File: config.mk
export PLATFORM = sky130hd
export DESIGN_NAME = depth_commit
export DESIGN_NICKNAME = d
export VERILOG_FILES = /design/src/rtl/dc_pkg.sv /design/src/rtl/dc_table.sv /design/src/rtl/dc_pipe.sv /design/src/rtl/dc_ctrl.sv /design/src/rtl/depth_commit.sv
export SDC_FILE = /design/constraint.sdc
export NUM_CORES = 2
export LEC_CHECK = 0
export BUFFER_PORTS_ARGS = -buffer_cell sky130_fd_sc_hd__buf_2
export CAP_MARGIN = 40
export CORE_ASPECT_RATIO = 1.75
export CORE_MARGIN = 2
export CORE_UTILIZATION = 55
export CTS_BUF_LIST = sky130_fd_sc_hd__clkbuf_8
export CTS_CLUSTER_DIAMETER = 50
export DETAILED_ROUTE_END_ITERATION = 6
export PLACE_DENSITY = 0.82
export SYNTH_ARGS = -nofsm -noshare
export SYNTH_HDL_FRONTEND = slang
export SYNTH_SLANG_ARGS = --single-unit
File: constraint.sdc
create_clock -name clk_i -period 8.7 [get_ports clk_i]
set_clock_uncertainty 0.1 [all_clocks]
set_input_delay 1.74 -clock clk_i [delete_from_list [all_inputs] [get_ports clk_i]]
set_output_delay 1.74 -clock clk_i [all_outputs]
set_load 0.05 [all_outputs]
File: src/rtl/dc_pkg.sv
package dc_pkg;
  typedef enum logic [1:0] {
    ST_IDLE  = 2'd0,
    ST_OPEN  = 2'd1,
    ST_FLUSH = 2'd2,
    ST_SWEEP = 2'd3
  } dc_state_e;
endpackage

File: src/rtl/dc_table.sv
module dc_table #(
  parameter int ADDR_W  = 6,
  parameter int DATA_W  = 32,
  parameter int DEPTH_W = 6
) (
  input  logic               clk_i,
  input  logic               rst_ni,
  input  logic               upd_en_i,
  input  logic [ADDR_W-1:0]  upd_addr_i,
  input  logic [DATA_W-1:0]  upd_data_i,
  input  logic [DEPTH_W-1:0] upd_depth_i,
  input  logic               clr_en_i,
  input  logic [ADDR_W-1:0]  clr_idx_i,
  input  logic [ADDR_W-1:0]  rd_addr_i,
  output logic [DEPTH_W-1:0] rd_depth_o,
  output logic [DEPTH_W-1:0] sw_depth_o,
  output logic [DATA_W-1:0]  sw_data_o
);
  localparam int N = 1 << ADDR_W;
  localparam logic [DEPTH_W-1:0] INF = '1;

  logic [DEPTH_W-1:0] dep_q [N];
  logic [DATA_W-1:0]  dat_q [N];

  for (genvar g = 0; g < N; g++) begin : g_ent
    logic hit_clr, hit_upd;
    assign hit_clr = clr_en_i && (clr_idx_i == ADDR_W'(g));
    assign hit_upd = upd_en_i && (upd_addr_i == ADDR_W'(g));

    always_ff @(posedge clk_i or negedge rst_ni) begin
      if (!rst_ni)      dep_q[g] <= INF;
      else if (hit_clr) dep_q[g] <= INF;
      else if (hit_upd) dep_q[g] <= upd_depth_i;
    end

    always_ff @(posedge clk_i) begin
      if (hit_upd) dat_q[g] <= upd_data_i;
    end
  end

  assign rd_depth_o = dep_q[rd_addr_i];
  assign sw_depth_o = dep_q[clr_idx_i];
  assign sw_data_o  = dat_q[clr_idx_i];
endmodule

File: src/rtl/dc_pipe.sv
module dc_pipe #(
  parameter int ADDR_W  = 6,
  parameter int DATA_W  = 32,
  parameter int DEPTH_W = 6
) (
  input  logic               clk_i,
  input  logic               rst_ni,
  input  logic               acc_i,
  input  logic [ADDR_W-1:0]  addr_i,
  input  logic [DATA_W-1:0]  data_i,
  input  logic [DEPTH_W-1:0] depth_i,
  output logic [ADDR_W-1:0]  rd_addr_o,
  input  logic [DEPTH_W-1:0] rd_depth_i,
  output logic               upd_en_o,
  output logic [ADDR_W-1:0]  upd_addr_o,
  output logic [DATA_W-1:0]  upd_data_o,
  output logic [DEPTH_W-1:0] upd_depth_o,
  output logic               empty_o
);
  // stage 1: capture + table read; stage 2: compare + write
  logic               p1_v, p2_v;
  logic [ADDR_W-1:0]  p1_addr, p2_addr;
  logic [DATA_W-1:0]  p1_data, p2_data;
  logic [DEPTH_W-1:0] p1_dep, p2_dep, p2_old;
  logic               p2_win, fwd;
  logic [DEPTH_W-1:0] old_nxt;

  assign p2_win  = p2_v && (p2_dep < p2_old);
  // stage 2 writes this edge; the stage 1 read still sees the stale entry
  assign fwd     = p2_win && (p2_addr == p1_addr);
  assign old_nxt = fwd ? p2_dep : rd_depth_i;

  always_ff @(posedge clk_i or negedge rst_ni) begin
    if (!rst_ni) begin
      p1_v <= 1'b0;
      p2_v <= 1'b0;
    end else begin
      p1_v <= acc_i;
      p2_v <= p1_v;
    end
  end

  always_ff @(posedge clk_i) begin
    if (acc_i) begin
      p1_addr <= addr_i;
      p1_data <= data_i;
      p1_dep  <= depth_i;
    end
    if (p1_v) begin
      p2_addr <= p1_addr;
      p2_data <= p1_data;
      p2_dep  <= p1_dep;
      p2_old  <= old_nxt;
    end
  end

  assign rd_addr_o   = p1_addr;
  assign upd_en_o    = p2_win;
  assign upd_addr_o  = p2_addr;
  assign upd_data_o  = p2_data;
  assign upd_depth_o = p2_dep;
  assign empty_o     = !p1_v && !p2_v;
endmodule

File: src/rtl/dc_ctrl.sv
module dc_ctrl
  import dc_pkg::*;
#(
  parameter int ADDR_W = 6
) (
  input  logic              clk_i,
  input  logic              rst_ni,
  input  logic              begin_i,
  input  logic              end_i,
  input  logic              pipe_empty_i,
  output dc_state_e         state_o,
  output logic              sweep_en_o,
  output logic [ADDR_W-1:0] sweep_idx_o
);
  localparam logic [ADDR_W-1:0] LAST = '1;

  dc_state_e         st_q, st_d;
  logic [ADDR_W-1:0] idx_q, idx_d;

  always_comb begin
    st_d  = st_q;
    idx_d = idx_q;
    unique case (st_q)
      ST_IDLE:  if (begin_i) st_d = ST_OPEN;
      ST_OPEN:  if (end_i) st_d = ST_FLUSH;
      ST_FLUSH: if (pipe_empty_i) begin
        st_d  = ST_SWEEP;
        idx_d = '0;
      end
      ST_SWEEP: begin
        idx_d = idx_q + 1'b1;
        if (idx_q == LAST) st_d = ST_IDLE;
      end
      default:  st_d = ST_IDLE;
    endcase
  end

  always_ff @(posedge clk_i or negedge rst_ni) begin
    if (!rst_ni) begin
      st_q  <= ST_IDLE;
      idx_q <= '0;
    end else begin
      st_q  <= st_d;
      idx_q <= idx_d;
    end
  end

  assign state_o     = st_q;
  assign sweep_en_o  = (st_q == ST_SWEEP);
  assign sweep_idx_o = idx_q;
endmodule

File: src/rtl/depth_commit.sv
module depth_commit
  import dc_pkg::*;
#(
  parameter int ADDR_W = 6,
  parameter int DATA_W = 32,
  parameter int NUM_WF = 48,
  localparam int DEPTH_W = $clog2(NUM_WF + 1)
) (
  input  logic               clk_i,
  input  logic               rst_ni,
  input  logic               begin_i,
  input  logic               end_i,
  input  logic               st_valid_i,
  input  logic [ADDR_W-1:0]  st_addr_i,
  input  logic [DATA_W-1:0]  st_data_i,
  input  logic [DEPTH_W-1:0] st_depth_i,
  output logic               st_ready_o,
  output logic               busy_o,
  output logic               wr_en_o,
  output logic [ADDR_W-1:0]  wr_addr_o,
  output logic [DATA_W-1:0]  wr_data_o
);
  localparam logic [DEPTH_W-1:0] INF = '1;

  dc_state_e          state;
  logic               acc, pipe_empty, sweep_en;
  logic [ADDR_W-1:0]  sweep_idx, rd_addr, upd_addr;
  logic [DEPTH_W-1:0] rd_depth, upd_depth, sw_depth;
  logic [DATA_W-1:0]  upd_data, sw_data;
  logic               upd_en;

  assign st_ready_o = (state == ST_OPEN);
  assign acc        = st_valid_i && st_ready_o;

  dc_ctrl #(.ADDR_W(ADDR_W)) u_ctrl (
    .clk_i, .rst_ni, .begin_i, .end_i,
    .pipe_empty_i(pipe_empty),
    .state_o(state),
    .sweep_en_o(sweep_en),
    .sweep_idx_o(sweep_idx)
  );

  dc_pipe #(.ADDR_W(ADDR_W), .DATA_W(DATA_W), .DEPTH_W(DEPTH_W)) u_pipe (
    .clk_i, .rst_ni,
    .acc_i(acc),
    .addr_i(st_addr_i),
    .data_i(st_data_i),
    .depth_i(st_depth_i),
    .rd_addr_o(rd_addr),
    .rd_depth_i(rd_depth),
    .upd_en_o(upd_en),
    .upd_addr_o(upd_addr),
    .upd_data_o(upd_data),
    .upd_depth_o(upd_depth),
    .empty_o(pipe_empty)
  );

  dc_table #(.ADDR_W(ADDR_W), .DATA_W(DATA_W), .DEPTH_W(DEPTH_W)) u_tab (
    .clk_i, .rst_ni,
    .upd_en_i(upd_en),
    .upd_addr_i(upd_addr),
    .upd_data_i(upd_data),
    .upd_depth_i(upd_depth),
    .clr_en_i(sweep_en),
    .clr_idx_i(sweep_idx),
    .rd_addr_i(rd_addr),
    .rd_depth_o(rd_depth),
    .sw_depth_o(sw_depth),
    .sw_data_o(sw_data)
  );

  assign busy_o    = (state == ST_FLUSH) || (state == ST_SWEEP);
  assign wr_en_o   = sweep_en && (sw_depth != INF);
  assign wr_addr_o = sweep_idx;
  assign wr_data_o = sw_data;
endmodule

Word-level counts from Yosys, hierarchy flattened. Memory sizes are Yosys's and may differ from the RTL's. Index checks and enable logic that the tools add are counted.

RAM bits: 2048. Logic and storage cells: 945. Memories kept: 1. Flip-flop bits (word level): 488.

Memory list: u_tab.dat_q (words 64, bits a word 32, read ports 1, clocked after memory_dff 0, wr ports 1, RTL line dc_table.sv:23) `logic [DATA_W-1:0] dat_q [N];`.

Add/subtract/negate cells: 1. Order comparisons: 3. Reduce and logical (&&, ||, !) cells: 269. Bitwise gates (word level): 2. Multiplexer cells: 459. Equal/unequal tests: 135.

Operator list (count): two-way mux 32 bit (63); OR reduction 32 bit (63); two-way mux 6 bit (197); == test 6 bit (second input constant) (64); == test 6 x 5 -> 1 bit (second input constant) (32); two-way mux 1 bit (191); logical AND 1 bit (133); nonzero test 2 bit (65); == test 6 x 4 -> 1 bit (second input constant) (16); binary-select mux 6 bit (select 6 bit) (2); == test 6 x 3 -> 1 bit (second input constant) (8); == test 6 x 2 -> 1 bit (second input constant) (4); >= comparator 7 bit (second input constant) (2); NOT 6 -> 7 bit (2); == test 6 x 1 -> 1 bit (second input constant) (2); logical NOT 6 bit (2); case mux 6 bit (2 select lines) (1); two-way mux 2 bit (4); case mux 2 bit (4 select lines) (1); adder 6 x 1 -> 6 bit (second input constant) (1); == test 6 bit (1); less-than comparator 6 bit (1); inequality test 2 bit (second input constant) (3); inequality test 6 bit (second input constant) (1); other kinds (8) (10).

Depth between registers and ports, before layout.
Depth in word-level cells: 69. Mapped depth: 10. Mapped depth without buffers: 8.

By module. From an unflattened synthesis, not the netlist that was laid out.

Cell total of the unflattened synthesis: 5690. Area total of the unflattened synthesis: 103153.9 µm².

By module, submodules not included: dc_table (area each 99410.3 µm², sequential area each 71588.7 µm², cells each 5505, times used 1); dc_pipe (area each 3183.1 µm², sequential area each 2872.8 µm², cells each 129, times used 1); dc_ctrl (area each 519.2 µm², sequential area each 200.2 µm², cells each 50, times used 1); depth_commit (area each 41.3 µm², sequential area each 0.0 µm², cells each 6, times used 1).

Worst setup path after synthesis. Ideal clock, no wire load.

Path kind: register to output. Start: register u_ctrl.idx_q[0] (netlist: u_ctrl.sweep_idx_o[0]). End: output wr_en_o. Stages on the path, launching flop included: 11. Setup slack: 3098 ps. Required time: 6860 ps. Arrival time: 3762 ps. Cell sequence: dfrtp_1 -> clkbuf_1 -> clkbuf_1 -> buf_2 -> buf_2 -> mux4_2 -> a221oi_1 -> nor3_1 -> nor3_1 -> nor2_1 -> a31oi_1.

Word-level cells in the longest chain between the ends: 6.

RTL lines: start, declared (RTL line dc_ctrl.sv:18) `logic [ADDR_W-1:0] idx_q, idx_d;`; start signal, assigned (RTL line dc_ctrl.sv:44) `idx_q <= idx_d;`; NOT 6 -> 7 bit (not written as such) (RTL line dc_table.sv:42) `assign sw_depth_o = dep_q[clr_idx_i];`; binary-select mux 6 bit (select 6 bit) (RTL line dc_table.sv:42); two-way mux 6 bit (not written as such) (2 in a row) (RTL line dc_table.sv:42); inequality test 6 bit (RTL line depth_commit.sv:73) `assign wr_en_o = sweep_en && (sw_depth != INF);`; logical AND 1 bit (RTL line depth_commit.sv:73); end, declared (RTL line depth_commit.sv:19) `output logic wr_en_o,`.

No other way between the ends. The select of a mux whose other input is x is not followed.

Worst setup path after layout.
Start: register u_ctrl.idx_q[1] (netlist: u_ctrl.sweep_idx_o[1]). End: output wr_en_o.

The elaborated chain is that of the path after synthesis.

==> impl_metrics.xml <==
<?xml version="1.0" encoding="UTF-8"?>
<metrics>
  <group name="power_and_ir_drop">
    <metric name="worst_ir_drop_vdd" unit="V">0.000232</metric>
    <metric name="leakage" unit="nW">41.4</metric>
    <metric name="power.total" unit="mW">30.9</metric>
    <metric name="power.density" unit="nW/um2">268</metric>
  </group>
  <group name="die">
    <metric name="initial_utilization" unit="%">55.4</metric>
    <metric name="die_h" unit="um">579</metric>
    <metric name="top_level_ports" unit="">90</metric>
    <metric name="dieArea" unit="um2">192000</metric>
    <metric name="die_w" unit="um">332</metric>
    <metric name="core_region_area" unit="um2">187000</metric>
    <metric name="row_count" unit="">210</metric>
  </group>
  <group name="clock_tree">
    <metric name="htree_num_levels" unit="">5</metric>
    <metric name="holdBufCountCts" unit="">0</metric>
    <metric name="setup_repair_bufs_after_cts" unit="">0</metric>
    <metric name="tritoncts" unit="">yes</metric>
    <metric name="insertion_delay" unit="ns">1.00</metric>
    <metric name="cts.reportedPaths.clkPinSlew" unit="ns">0.07</metric>
    <metric name="clock-sinks" unit="">2536</metric>
    <metric name="post_cts.resized_instances" unit="">0</metric>
    <metric name="clock_tree.root_cell" unit="">sky130_fd_sc_hd__clkbuf_8</metric>
    <metric name="cts_inserted_buffers" unit="">351</metric>
    <metric name="cts_buffer_depth" unit="">4</metric>
  </group>
  <group name="placed_design">
    <metric name="detailed_place_hpwl" unit="mm">169</metric>
    <metric name="place.gp.congestion" unit="">0.902</metric>
    <metric name="numPlacedInstances" unit="">7352</metric>
    <metric name="port_buffers" unit="">89</metric>
  </group>
  <group name="critical_path">
    <metric name="type_of_the_worst_setup_path" unit="">flip-flop to output pin</metric>
    <metric name="launching_point_of_the_worst_reg2reg_path" unit="">u_pipe.upd_depth_o[5]</metric>
    <metric name="cp-end-kind" unit="">output pin</metric>
    <metric name="setup.worst_path.start_class" unit="">flip-flop</metric>
    <metric name="timing.critical_path.arrival" unit="ns">5.69</metric>
    <metric name="ff2ff_path_depth" unit="">9</metric>
    <metric name="r2r-end" unit="">u_tab.dat_q[7][23]</metric>
    <metric name="timing.critical_path.required" unit="ns">6.86</metric>
    <metric name="reg2reg_slack" unit="ns">4.01</metric>
    <metric name="critPathMaxFanout" unit="">50</metric>
  </group>
  <group name="sta">
    <metric name="tightestPinTransition" unit="ns">1.09</metric>
    <metric name="max-slew-margin-rel" unit="%">27.3</metric>
    <metric name="fmax" unit="GHz">0.133</metric>
    <metric name="slew_viol_final" unit="">0</metric>
    <metric name="fin_crit_sh" unit="%">86.6</metric>
    <metric name="hold_viol" unit="">0</metric>
    <metric name="setup_viol" unit="">0</metric>
    <metric name="fin_setup_tns" unit="ns">0</metric>
    <metric name="final_period_minus_worst_setup_slack" unit="ns">7.53</metric>
    <metric name="rsz_0062_raised_after_global_routing" unit="">no</metric>
  </group>
  <group name="synth">
    <metric name="synth.area.top_cells" unit="">sky130_fd_sc_hd__edfxtp_1, sky130_fd_sc_hd__mux4_2, sky130_fd_sc_hd__dfstp_2, sky130_fd_sc_hd__mux2i_1, sky130_fd_sc_hd__nand2_1</metric>
    <metric name="synth-warning-count" unit="">0</metric>
    <metric name="ys_async_sr_fraction" unit="%">15.5</metric>
    <metric name="seq_area_frac_synth" unit="%">71.9</metric>
    <metric name="post_synth_num_cell_types" unit="">40</metric>
    <metric name="synth_ff_type" unit="">sky130_fd_sc_hd__edfxtp_1</metric>
    <metric name="netlist.top_cell.by_area" unit="">sky130_fd_sc_hd__edfxtp_1</metric>
    <metric name="syn_avg_cell_area" unit="um2">21.2</metric>
    <metric name="syn-num-nets" unit="">4957</metric>
    <metric name="netlist_instances" unit="">4895</metric>
    <metric name="syn_area" unit="um2">104000</metric>
    <metric name="yosysTopAreaCellShare" unit="%">62.0</metric>
    <metric name="post_synth_edffs" unit="">2142</metric>
    <metric name="synth-seq-cells" unit="">2536</metric>
  </group>
  <group name="routing">
    <metric name="dr_total_vias" unit="">56047</metric>
    <metric name="drtAntennaViolNets" unit="">0</metric>
    <metric name="routedWlPerCell" unit="um">37.7</metric>
    <metric name="drt_first_pass_iters" unit="">6</metric>
    <metric name="vias_per_cell" unit="">7.01</metric>
    <metric name="drt_total_wl" unit="mm">302</metric>
    <metric name="number_of_design_rule_violations_left_after_detail_routing" unit="">0</metric>
    <metric name="drt_first_iter_violations" unit="">8287</metric>
  </group>
  <group name="cells_and_area">
    <metric name="post_route_non_filler_standard_cell_count" unit="">7998</metric>
    <metric name="layout.core_utilization" unit="%">61.4</metric>
    <metric name="layout-area-overhead-vs-synth" unit="%">10.9</metric>
    <metric name="drive_gt1_share" unit="%">39.0</metric>
    <metric name="final_net_count" unit="">5336</metric>
  </group>
  <group name="global_routing">
    <metric name="grt_max_degree" unit="">160</metric>
    <metric name="globalRoute.totalOverflow" unit="">0</metric>
    <metric name="grt.total_usage" unit="%">31.6</metric>
    <metric name="grt_pass1_vias" unit="">57694</metric>
    <metric name="grt_antenna_before_repair" unit="">16</metric>
    <metric name="grt_pass1_wl" unit="mm">423</metric>
  </group>
  <group name="min_path">
    <metric name="min_delay_path_depth" unit="">0</metric>
    <metric name="hold_path.class" unit="">flip-flop to flip-flop</metric>
    <metric name="hold_path_startpoint" unit="">u_pipe.p1_data[29]</metric>
    <metric name="worst_hold_path.endpoint" unit="">u_pipe.upd_data_o[29]</metric>
  </group>
  <group name="status">
    <metric name="outcome" unit="">complete, no violations</metric>
  </group>
  <group name="flow_run">
    <metric name="timing.max_cap.violations" unit="">0</metric>
  </group>
</metrics>
-- per-stage QoR --
stage                     cell area [um2]  setup WS, ns  hold WS [ns]
after global routing               115000          1.18         0.311
after floorplan                    104000          3.10         0.300
after global placement             108000          2.06         0.307
after CTS                          115000          1.16         0.300
after detailed placement           108000          2.20         0.305
final                              115000          1.17         0.301
-- area by class of cell --
cell class,count,area [um2]
multi-input combinational,1972,27600
clock buffer,378,5200
inverter,78,318
fill,11981,72300
antenna,8,20.0
timing repair buffer,335,2760
clock inverter,253,1460
sequential,2536,74700
tap,2438,3050
-- state kept, by name, indices dropped and copies added (netlist names) --
| register | flops |
|---|---|
| u_tab.dat_q | 2048 |
| u_tab.dep_q | 384 |
| u_pipe.p1_data | 32 |
| u_pipe.upd_data_o | 32 |
| u_ctrl.sweep_idx_o | 6 |
| u_pipe.p1_dep | 6 |
| u_pipe.p2_old | 6 |
| u_pipe.rd_addr_o | 6 |
| u_pipe.upd_addr_o | 6 |
| u_pipe.upd_depth_o | 6 |
| u_ctrl.state_o | 2 |
| u_pipe.p1_v | 1 |
| u_pipe.p2_v | 1 |
-- routing by layer --
layer	GRT usage (%)	up-vias	share of wire, %
met5	0	-	0.039
met4	24.3	16	9.2
met3	7.17	1301	11
met2	52.2	4755	50
met1	36.0	28834	30
li1	-	21141	-
-- report_power, final --
part           leakage [nW]  switching, mW  total, mW  internal, mW
combinational          14.2           4.12       7.29          3.17
sequential             23.4          0.432       14.7          14.2
clock                  3.77           4.50       8.90          4.40
-- synthesized netlist by cell type (all sizes together), types with 3 or more instances --
| cell | instances |
|---|---|
| o21ai | 6 |
| inv | 78 |
| xnor2 | 6 |
| mux4 | 894 |
| buf | 104 |
| nand2b | 6 |
| a22oi | 24 |
| nand2 | 397 |
| clkbuf | 205 |
| mux2 | 7 |
| edfxtp | 2142 |
| mux2i | 385 |
| ha | 13 |
| dfstp | 384 |
| nand3 | 68 |
| a21oi | 15 |
| nor2 | 20 |
| a221oi | 12 |
| a22o | 12 |
| o2111ai | 65 |
| nor3 | 17 |
| a211oi | 3 |
| dfrtp | 10 |
| o22ai | 4 |
-- cells in the final DEF, fill, tap and decap left out, drive strengths merged, types with 7 or more instances in the layout --
master | synthesis | routed
a21oi | 15 | 15
a221oi | 12 | 12
a22o | 12 | 12
a22oi | 24 | 24
buf | 104 | 335
bufinv | 0 | 12
clkbuf | 205 | 378
clkinv | 0 | 152
clkinvlp | 0 | 9
dfrtp | 10 | 10
dfstp | 384 | 384
diode | 0 | 8
edfxtp | 2142 | 2142
ha | 13 | 13
inv | 78 | 158
mux2 | 7 | 7
mux2i | 385 | 385
mux4 | 894 | 894
nand2 | 397 | 397
nand3 | 68 | 68
nor2 | 20 | 20
nor3 | 17 | 17
o2111ai | 65 | 65
-- worst max-delay path by stage --
stage                          start       to  slack (ns)  depth (start not counted)
6_report       u_ctrl.sweep_idx_o[1]  wr_en_o        1.17                          9
3_3_place_gp   u_ctrl.sweep_idx_o[1]  wr_en_o        2.06                          9
4_1_cts        u_ctrl.sweep_idx_o[1]  wr_en_o        1.16                          9
2_1_floorplan  u_ctrl.sweep_idx_o[0]  wr_en_o        3.10                         10
5_1_grt        u_ctrl.sweep_idx_o[1]  wr_en_o        1.18                          9
3_5_place_dp   u_ctrl.sweep_idx_o[1]  wr_en_o        2.20                          9
-- worst max-delay path, cell delays in order, from the launching register on --
cell	delay, ns
sky130_fd_sc_hd__dfrtp_4	1.01
sky130_fd_sc_hd__buf_4	0.52
sky130_fd_sc_hd__mux4_2	0.45
sky130_fd_sc_hd__a22o_1	0.26
sky130_fd_sc_hd__a221oi_1	0.81
sky130_fd_sc_hd__o22ai_1	0.30
sky130_fd_sc_hd__nor3_1	0.28
sky130_fd_sc_hd__nor2_1	0.11
sky130_fd_sc_hd__a31oi_1	0.56
sky130_fd_sc_hd__buf_2	0.38
-- cell families (layout without fill, tap and decap cells) --
group	Yosys count	count (layout)	share of synthesized area, %
compound gates	145	145	1.10
xor+xnor	6	6	0.0506
fa+ha+maj	13	13	0.157
buf+inv	387	1044	1.50
flops	2536	2536	71.9
mux	1286	1286	23.2
other cells	0	8	0
simple gates	522	522	2.04
Note: power is estimated with default switching activity, not from simulation.
